===== config.mk =====
export PLATFORM = sky130hd
export DESIGN_NAME = fm_reg_decoder
export DESIGN_NICKNAME = d
export VERILOG_FILES = /design/src/rtl/fmw_pkg.sv /design/src/rtl/fmw_addr_map.sv /design/src/rtl/fmw_state_mem.sv /design/src/rtl/fm_reg_decoder.sv
export SDC_FILE = /design/constraint.sdc
export NUM_CORES = 1
export LEC_CHECK = 0
export CORE_ASPECT_RATIO = 1.1
export CORE_MARGIN = 2
export CORE_UTILIZATION = 35
export DETAILED_ROUTE_END_ITERATION = 16
export GPL_ROUTABILITY_DRIVEN = 0
export PLACE_DENSITY = 0.62
export SLEW_MARGIN = 10
export SYNTH_ARGS = -nofsm -noshare
export SYNTH_HDL_FRONTEND = slang
export SYNTH_HIERARCHICAL = 1
export SYNTH_SLANG_ARGS = --single-unit

===== constraint.sdc =====
create_clock -name clk -period 7.44 [get_ports clk]
set_input_delay 1.488 -clock clk [delete_from_list [all_inputs] [get_ports clk]]
set_output_delay 1.488 -clock clk [all_outputs]
set_load 0.005 [all_outputs]

===== src/rtl/fmw_pkg.sv =====
`timescale 1ns/1ps
package fmw_pkg;
  // Decoded update class of one host write
  typedef enum logic [3:0] {
    GRP_NONE,
    GRP_CTRL,
    GRP_LEVEL,
    GRP_ENV_AD,
    GRP_ENV_SR,
    GRP_WAVE,
    GRP_FLO,
    GRP_FHI,
    GRP_ROUTE
  } grp_e;

  localparam int RATE_W   = 5;
  localparam int SLOT_MAX = 21;
endpackage


===== src/rtl/fmw_addr_map.sv =====
`timescale 1ns/1ps
module fmw_addr_map
  import fmw_pkg::*;
#(
  parameter int OPS_PER_PART = 18,
  parameter int CH_PER_PART  = 9,
  parameter int OP_W         = 6,
  parameter int CH_W         = 5
) (
  input  logic            part,
  input  logic [7:0]      addr,
  input  logic            ext_mode,
  input  logic [5:0]      four_op_en,
  output grp_e            grp,
  output logic [OP_W-1:0] op_idx,
  output logic [CH_W-1:0] ch_idx,
  output logic            key_track
);
  logic [4:0] slot;
  logic [4:0] dense;
  logic       hole;
  logic       op_space;
  logic [3:0] nib;
  logic [2:0] pair;
  logic [7:0] fop_pad;
  logic       upper_locked;

  always_comb begin
    slot     = addr[4:0];
    hole     = (slot[4:1] == 4'd3) || (slot[4:1] == 4'd7) || (slot > 5'(SLOT_MAX));
    if (slot >= 5'd16)     dense = slot - 5'd4;
    else if (slot >= 5'd8) dense = slot - 5'd2;
    else                   dense = slot;
    op_idx   = OP_W'(dense) + (part ? OP_W'(OPS_PER_PART) : '0);

    nib      = addr[3:0];
    ch_idx   = CH_W'(nib) + (part ? CH_W'(CH_PER_PART) : '0);
    pair     = ((nib >= 4'd3) ? (nib[2:0] - 3'd3) : nib[2:0]) + (part ? 3'd3 : 3'd0);
    fop_pad  = {2'b00, four_op_en};
    upper_locked = ext_mode && (nib >= 4'd3) && (nib <= 4'd5) && fop_pad[pair];

    op_space  = (addr < 8'hA0) || (addr >= 8'hE0);
    grp       = GRP_NONE;
    key_track = 1'b0;
    if (op_space) begin
      if (!hole) begin
        case (addr[7:5])
          3'b001:  grp = GRP_CTRL;
          3'b010:  grp = GRP_LEVEL;
          3'b011:  grp = GRP_ENV_AD;
          3'b100:  grp = GRP_ENV_SR;
          3'b111:  grp = GRP_WAVE;
          default: grp = GRP_NONE;
        endcase
      end
    end else if (nib <= 4'd8) begin
      case (addr[7:4])
        4'hA: if (!upper_locked) grp = GRP_FLO;
        4'hB: begin
          key_track = 1'b1;
          if (!upper_locked) grp = GRP_FHI;
        end
        4'hC:    grp = GRP_ROUTE;
        default: grp = GRP_NONE;
      endcase
    end
  end
endmodule


===== src/rtl/fmw_state_mem.sv =====
`timescale 1ns/1ps
module fmw_state_mem
  import fmw_pkg::*;
#(
  parameter int N_OP = 36,
  parameter int N_CH = 18,
  parameter int OP_W = 6,
  parameter int CH_W = 5
) (
  input  logic              clk,
  input  logic              rst_n,
  input  logic [OP_W-1:0]   op_idx,
  input  logic [CH_W-1:0]   ch_idx,
  input  logic              we_rel,
  input  logic [RATE_W-1:0] rel_val,
  input  logic              we_hold,
  input  logic              hold_val,
  input  logic              we_key,
  input  logic              key_val,
  output logic [RATE_W-1:0] rd_rel,
  output logic              rd_hold,
  output logic              rd_key
);
  logic [RATE_W-1:0] rel_q  [N_OP];
  logic [N_OP-1:0]   hold_q;
  logic [N_CH-1:0]   key_q;

  for (genvar i = 0; i < N_OP; i++) begin : g_op
    always_ff @(posedge clk or negedge rst_n) begin
      if (!rst_n) begin
        rel_q[i]  <= '0;
        hold_q[i] <= 1'b0;
      end else begin
        if (we_rel && (op_idx == OP_W'(i)))   rel_q[i]  <= rel_val;
        if (we_hold && (op_idx == OP_W'(i)))  hold_q[i] <= hold_val;
      end
    end
  end

  for (genvar c = 0; c < N_CH; c++) begin : g_ch
    always_ff @(posedge clk or negedge rst_n) begin
      if (!rst_n)                               key_q[c] <= 1'b0;
      else if (we_key && (ch_idx == CH_W'(c)))  key_q[c] <= key_val;
    end
  end

  always_comb begin
    rd_rel  = '0;
    rd_hold = 1'b0;
    rd_key  = 1'b0;
    for (int i = 0; i < N_OP; i++) begin
      if (op_idx == OP_W'(i)) begin
        rd_rel  = rel_q[i];
        rd_hold = hold_q[i];
      end
    end
    for (int c = 0; c < N_CH; c++) begin
      if (ch_idx == CH_W'(c)) rd_key = key_q[c];
    end
  end
endmodule


===== src/rtl/fm_reg_decoder.sv =====
`timescale 1ns/1ps
module fm_reg_decoder
  import fmw_pkg::*;
#(
  parameter int OPS_PER_PART = 18,
  parameter int CH_PER_PART  = 9,
  parameter int ENV_W        = 12
) (
  input  logic                  clk,
  input  logic                  rst_n,
  input  logic                  wr_en,
  input  logic                  wr_part,
  input  logic [7:0]            wr_addr,
  input  logic [7:0]            wr_data,
  input  logic                  ext_mode,
  input  logic [5:0]            four_op_en,
  output logic [$clog2(2*OPS_PER_PART)-1:0] op_idx,
  output logic [$clog2(2*CH_PER_PART)-1:0]  ch_idx,
  output logic                  ctrl_stb,
  output logic [3:0]            mult,
  output logic                  am_en,
  output logic                  sus_rate_stb,
  output logic [RATE_W-1:0]     sus_rate,
  output logic                  level_stb,
  output logic [ENV_W-1:0]      total_level,
  output logic                  ad_stb,
  output logic [RATE_W-1:0]     attack_rate,
  output logic [RATE_W-1:0]     decay_rate,
  output logic                  rel_stb,
  output logic [RATE_W-1:0]     release_rate,
  output logic [ENV_W-1:0]      sus_level,
  output logic                  wave_stb,
  output logic [2:0]            wave_sel,
  output logic                  flo_stb,
  output logic [7:0]            fnum_lo,
  output logic                  fhi_stb,
  output logic [1:0]            fnum_hi,
  output logic [2:0]            block,
  output logic                  key_on,
  output logic                  key_edge,
  output logic                  route_stb,
  output logic                  alg,
  output logic [2:0]            feedback,
  output logic [3:0]            out_en
);
  localparam int N_OP = 2 * OPS_PER_PART;
  localparam int N_CH = 2 * CH_PER_PART;
  localparam int OP_W = $clog2(N_OP);
  localparam int CH_W = $clog2(N_CH);
  localparam logic [ENV_W-1:0] MAX_ENV = {ENV_W{1'b1}};

  grp_e              grp;
  logic [OP_W-1:0]   dec_op;
  logic [CH_W-1:0]   dec_ch;
  logic              key_track;
  logic [RATE_W-1:0] rd_rel;
  logic              rd_hold;
  logic              rd_key;
  logic [RATE_W-1:0] new_rel;

  fmw_addr_map #(
    .OPS_PER_PART(OPS_PER_PART), .CH_PER_PART(CH_PER_PART), .OP_W(OP_W), .CH_W(CH_W)
  ) u_map (
    .part(wr_part), .addr(wr_addr), .ext_mode(ext_mode), .four_op_en(four_op_en),
    .grp(grp), .op_idx(dec_op), .ch_idx(dec_ch), .key_track(key_track)
  );

  assign new_rel = {wr_data[3:0], 1'b1};

  fmw_state_mem #(.N_OP(N_OP), .N_CH(N_CH), .OP_W(OP_W), .CH_W(CH_W)) u_mem (
    .clk(clk), .rst_n(rst_n), .op_idx(dec_op), .ch_idx(dec_ch),
    .we_rel(wr_en && (grp == GRP_ENV_SR)), .rel_val(new_rel),
    .we_hold(wr_en && (grp == GRP_CTRL)), .hold_val(wr_data[5]),
    .we_key(wr_en && key_track), .key_val(wr_data[5]),
    .rd_rel(rd_rel), .rd_hold(rd_hold), .rd_key(rd_key)
  );

  // Next-state strobes and value enables
  logic op_upd, ch_upd;
  logic ctrl_n, sus_n, level_n, ad_n, rel_n, wave_n, flo_n, fhi_n, route_n;
  logic [RATE_W-1:0] sus_rate_n;
  logic [ENV_W-1:0]  sus_level_n;

  always_comb begin
    ctrl_n  = wr_en && (grp == GRP_CTRL);
    level_n = wr_en && (grp == GRP_LEVEL);
    ad_n    = wr_en && (grp == GRP_ENV_AD);
    rel_n   = wr_en && (grp == GRP_ENV_SR);
    wave_n  = wr_en && (grp == GRP_WAVE);
    flo_n   = wr_en && (grp == GRP_FLO);
    fhi_n   = wr_en && (grp == GRP_FHI);
    route_n = wr_en && (grp == GRP_ROUTE);
    sus_n   = ctrl_n || (rel_n && !rd_hold);
    sus_rate_n = ctrl_n ? (wr_data[5] ? '0 : rd_rel) : new_rel;
    sus_level_n = (wr_data[7:4] == 4'hF) ? MAX_ENV : ENV_W'({wr_data[7:4], 7'b0});
    op_upd  = ctrl_n || level_n || ad_n || rel_n || wave_n;
    ch_upd  = flo_n || fhi_n || route_n;
  end

  always_ff @(posedge clk or negedge rst_n) begin
    if (!rst_n) begin
      ctrl_stb <= 1'b0; sus_rate_stb <= 1'b0; level_stb <= 1'b0; ad_stb <= 1'b0;
      rel_stb <= 1'b0; wave_stb <= 1'b0; flo_stb <= 1'b0; fhi_stb <= 1'b0; route_stb <= 1'b0;
      op_idx <= '0; ch_idx <= '0; mult <= '0; am_en <= 1'b0; sus_rate <= '0;
      total_level <= '0; attack_rate <= '0; decay_rate <= '0; release_rate <= '0;
      sus_level <= '0; wave_sel <= '0; fnum_lo <= '0; fnum_hi <= '0; block <= '0;
      key_on <= 1'b0; key_edge <= 1'b0; alg <= 1'b0; feedback <= '0; out_en <= '0;
    end else begin
      ctrl_stb <= ctrl_n; sus_rate_stb <= sus_n; level_stb <= level_n; ad_stb <= ad_n;
      rel_stb <= rel_n; wave_stb <= wave_n; flo_stb <= flo_n; fhi_stb <= fhi_n;
      route_stb <= route_n;
      if (op_upd)  op_idx <= dec_op;
      if (ch_upd)  ch_idx <= dec_ch;
      if (ctrl_n)  begin mult <= wr_data[3:0]; am_en <= wr_data[7]; end
      if (sus_n)   sus_rate <= sus_rate_n;
      if (level_n) total_level <= ENV_W'({wr_data[5:0], 6'b0});
      if (ad_n)    begin attack_rate <= {wr_data[7:4], 1'b1}; decay_rate <= new_rel; end
      if (rel_n)   begin release_rate <= new_rel; sus_level <= sus_level_n; end
      if (wave_n)  wave_sel <= ext_mode ? wr_data[2:0] : {1'b0, wr_data[1:0]};
      if (flo_n)   fnum_lo <= wr_data;
      if (fhi_n) begin
        fnum_hi  <= wr_data[1:0];
        block    <= wr_data[4:2];
        key_on   <= wr_data[5];
        key_edge <= wr_data[5] ^ rd_key;
      end
      if (route_n) begin
        alg <= wr_data[0]; feedback <= wr_data[3:1]; out_en <= wr_data[7:4];
      end
    end
  end
endmodule


==> reports/qor.yml, run 1 <==
timing:
  report.final.hold_viol_count: 0
  grt_setup_unrepaired: "false"
  setup_violations: 0
  worstMarginPinSlew_ns: 1.22
  timing.final.max_slew_violations: 0
  tns_ns: 0
  finalWorstPathRequiredPeriod_ns: 6.47
  worst_slew_margin_rel_pct: 18.6
  post-route-period-util_pct: 87.0
  maximum_achievable_frequency_mhz: 154
  clock_skew_ns: 0.0121
synth:
  avgSynthCellArea_um2: 11.7
  synth_adder_area_share_pct: 1.38
  number_of_synthesized_register_bits: 315
  yosysWarningCount: 6
  synth-simple-area-share_pct: 10.4
  combinational_family_with_the_most_area_after_synthesis: "multiplexers"
  ys_types: 80
  synth-xor-area-share_pct: 0.547
  synth.area.mux_share_pct: 25.0
  synth-main-ff-cell: "dfrtp_1"
  asyncSetResetFlopFracSynth_pct: 100
  synthesis.area_mm2: 0.0160
  compound_gate_fraction_of_synth_area_pct: 9.48
  post_synth_inst_count: 1369
  seq_area_frac_synth_pct: 49.2
  synth_edf_count: 0
cells_and_area:
  seqCellArea_mm2: 0.00788
  post_route_cells_drive_above_1_share_pct: 29.3
  layout.nets: 1503
  multi_input_area_mm2: 0.00758
  synthToLayoutAreaGrowth_pct: 17.7
  final_core_utilization_pct: 41.5
  filler_cells: 4306
  num_antenna_cells: 0
floorplan:
  die_x_um: 208
  floorplan.core_area_mm2: 0.0453
  fp.dieH_um: 228
  initial_utilization_pct: 35.3
  std_cell_rows: 82
  overall_die_area_mm2: 0.0475
  io_pins: 122
routing:
  drt_first_pass_iters: 5
  dr_total_vias: 11700
  antenna_left: 0
  route.detailed.drc: 0
  wire_per_inst_um: 22.1
  detailedRoute.firstIterationViolations: 992
  routed_via_density: 5.65
  routed_wirelength_um: 45800
global_routing:
  grt_max_degree: 141
  globalRouteOverflowTotal: 0
  grt_usage_pct: 19.0
  antenna_found_initial: 0
  global_route_wire_length_before_repair_um: 71700
  vias_in_the_first_global_route: 12000
run:
  drv_cap: 0
setup_path:
  crit_path_top_delay_cell: "or4b_1"
  critPathLaunchType: "primary input"
  endpoint_arrival_time_on_the_critical_path_ns: 6.93
  crit_required_ns: 7.89
  critPathMaxStageDelay_ns: 0.74
  timing.setup.critical_path_class: "primary input to flip-flop"
  endpoint_kind: "flip-flop"
  path_cells: "clkdlybuf4s50_1 > inv_1 > ha_1 > and2_1 > o31ai_1 > ha_1 > or4b_1 > a2111oi_0 > o31ai_1 > nand3b_1 > a41oi_1 > o221a_2 > or3b_1 > a211o_1 > inv_1 > a2bb2oi_1"
  critical_path_peak_fanout: 17
power_and_ir_drop:
  cellLeakagePower_nw: 8.51
  pwr_density_cell_mw_per_mm2: 265
  peak_supply_drop_v: 0.000112
cts:
  ctsRootBufferMaster: "clkbuf_16"
  cts_hold_repair.buffers: 0
  clk_latency_ns: 0.53
  cts_bufs_inserted: 36
  cts_tree: "done"
  clock_net_sink_count: 315
  cts_max_path_buffers: 3
  cts_post_setup_buffers_inserted: 0
  clkTransAtPathRegs_ns: 0.05
  ctsResizeCount: 0
  htreeDepth: 2
hold_path:
  path_category_of_the_worst_min_delay_check: "flip-flop to flip-flop"
placed_design:
  buffer_ports.inserted: 115
  detailed_placement_wirelength_estimate_um: 30200
run_status:
  run_status: "complete, no violations"
## flip-flops by register name (all words and copies together), names as in the netlist, 4 cells and up
name and cells:
sus_level 5, release_rate 5, total_level 6, ch_idx 5
u_mem/key_q 18, fnum_lo 8, op_idx 6, mult 4
decay_rate 4, sus_rate 5, attack_rate 5, u_mem/rel_q 180
u_mem/hold_q 36, out_en 4
## cells in the mapped netlist, types with 9 or more instances
cell / n / area share (%)
clkbuf_1: 49 / 1.1
nand3_1: 25 / 0.78
nand2_1: 71 / 1.7
a21oi_1: 37 / 1.2
nor3_1: 19 / 0.59
buf_2: 34 / 1.1
o211ai_1: 11 / 0.52
nor2b_1: 15 / 0.59
ha_1: 16 / 1.3
inv_1: 19 / 0.45
mux4_2: 9 / 1.3
nor2_1: 108 / 2.5
o21ai_0: 47 / 1.5
o22ai_1: 17 / 0.66
dfrtp_1: 315 / 49
a211oi_1: 14 / 0.66
nand2b_1: 20 / 0.78
a32oi_1: 12 / 0.66
mux2_2: 300 / 21
buf_4: 20 / 0.94
mux2i_1: 33 / 2.1
nand3b_1: 11 / 0.52
## logic make-up after synthesis
| family | Yosys count |
|---|---|
| buf+inv | 132 |
| other cells | 2 |
| xor+xnor | 10 |
| simple gates | 325 |
| fa+ha+maj | 17 |
| mux | 348 |
| flops | 315 |
| compound gates | 220 |
## routing by layer
metal | global-route usage [%] | share of wire, % | vias up
met5 | 0 | 0 | -
met4 | 7.85 | 4.2 | 0
met3 | 3.83 | 7.5 | 125
met2 | 30.4 | 46 | 524
met1 | 25.4 | 42 | 5893
li1 | - | - | 5150
## power by group
part | total, W | internal [W] | switching [W]
logic | 0.00117 | 0.000623 | 0.000545
clock network | 0.00170 | 0.00100 | 0.000701
registers | 0.00212 | 0.00197 | 0.000145
total | 0.00499 | 0.00359 | 0.00139
## placed cells by master, fill, tap and decap left out, drive strengths merged, types with 6 or more instances in the layout
master and n:
conb 15, nand2 71, o22ai 17, nor2 109
nor3 20, a211oi 14, a22oi 6, a21oi 37
a21o 7, nand3b 11, o211ai 11, o221ai 8
inv 20, nand3 25, xnor2 8, o21ai 49
dfrtp 315, a32oi 12, mux2 306, clkdlybuf4s50 108
nor2b 15, ha 16, nor4b 6, mux4 9
clkbuf 55, mux2i 33, a2111oi 7, o32ai 7
buf 44, nand2b 21
## critical path, delay by kind of cell
| family | cells | cell delay, ns |
|---|---|---|
| compound gates | 7 | 2.07 |
| fa+ha+maj | 2 | 1.03 |
| buf+inv | 3 | 0.94 |
| simple gates | 4 | 1.39 |
## cell type report
cell class | count | share of cell area, %
Clock buffer | 55 | 5.74
Clock inverter | 7 | 0.292
Inverter | 19 | 0.379
Multi-Input combinational cell | 935 | 40.2
Sequential cell | 315 | 41.8
Tap cell | 588 | 3.90
Timing Repair Buffer | 152 | 7.60
## per-stage QoR
step	power, W	area, um^2	setup slack (ns)	std cells	hold slack (ns)
final	0.00499	18800	0.966	2071	0.474
after global routing	0.00521	18800	0.761	2071	0.499
after CTS	0.00503	18800	1.05	2071	0.482
after detailed placement	0.00331	17700	0.504	2009	0.470
after global placement	0.00328	17700	0.590	2009	0.463
after floorplan	0.00270	16100	1.95	1382	0.459
## final timing paths
check,endpoint,depth (start not counted),slack [ns],startpoint
setup / recovery,sus_rate[0],16,0.97,wr_addr[2]
hold / removal,sus_rate[3],2,0.47,sus_rate[3]
setup reg to reg,sus_rate[0],8,4.64,u_mem/rel_q[155]
hold reg to reg,sus_rate[3],2,0.47,sus_rate[3]
max in group asynchronous,u_mem/rel_q[22],2,4.92,rst_n
min in group asynchronous,ch_idx[3],1,1.00,rst_n
No activity file was read; power rests on OpenSTA's default activity.
==> run 2, diff against run 1 <==
--- a/config.mk
+++ b/config.mk
@@ -5,6 +5,7 @@
 export SDC_FILE = /design/constraint.sdc
 export NUM_CORES = 1
 export LEC_CHECK = 0
+export CAP_MARGIN = 10
 export CORE_ASPECT_RATIO = 1.1
 export CORE_MARGIN = 2
 export CORE_UTILIZATION = 35
==> results of run 2 <==
No change in the layout: final DEF, timing and power equal those of run 1.
==> run 3, diff against run 2 <==
--- a/config.mk
+++ b/config.mk
@@ -12,7 +12,6 @@
 export DETAILED_ROUTE_END_ITERATION = 16
 export GPL_ROUTABILITY_DRIVEN = 0
 export PLACE_DENSITY = 0.62
-export SLEW_MARGIN = 10
 export SYNTH_ARGS = -nofsm -noshare
 export SYNTH_HDL_FRONTEND = slang
 export SYNTH_HIERARCHICAL = 1
==> results of run 3 <==
No change in the layout: final DEF, timing and power equal those of run 1.
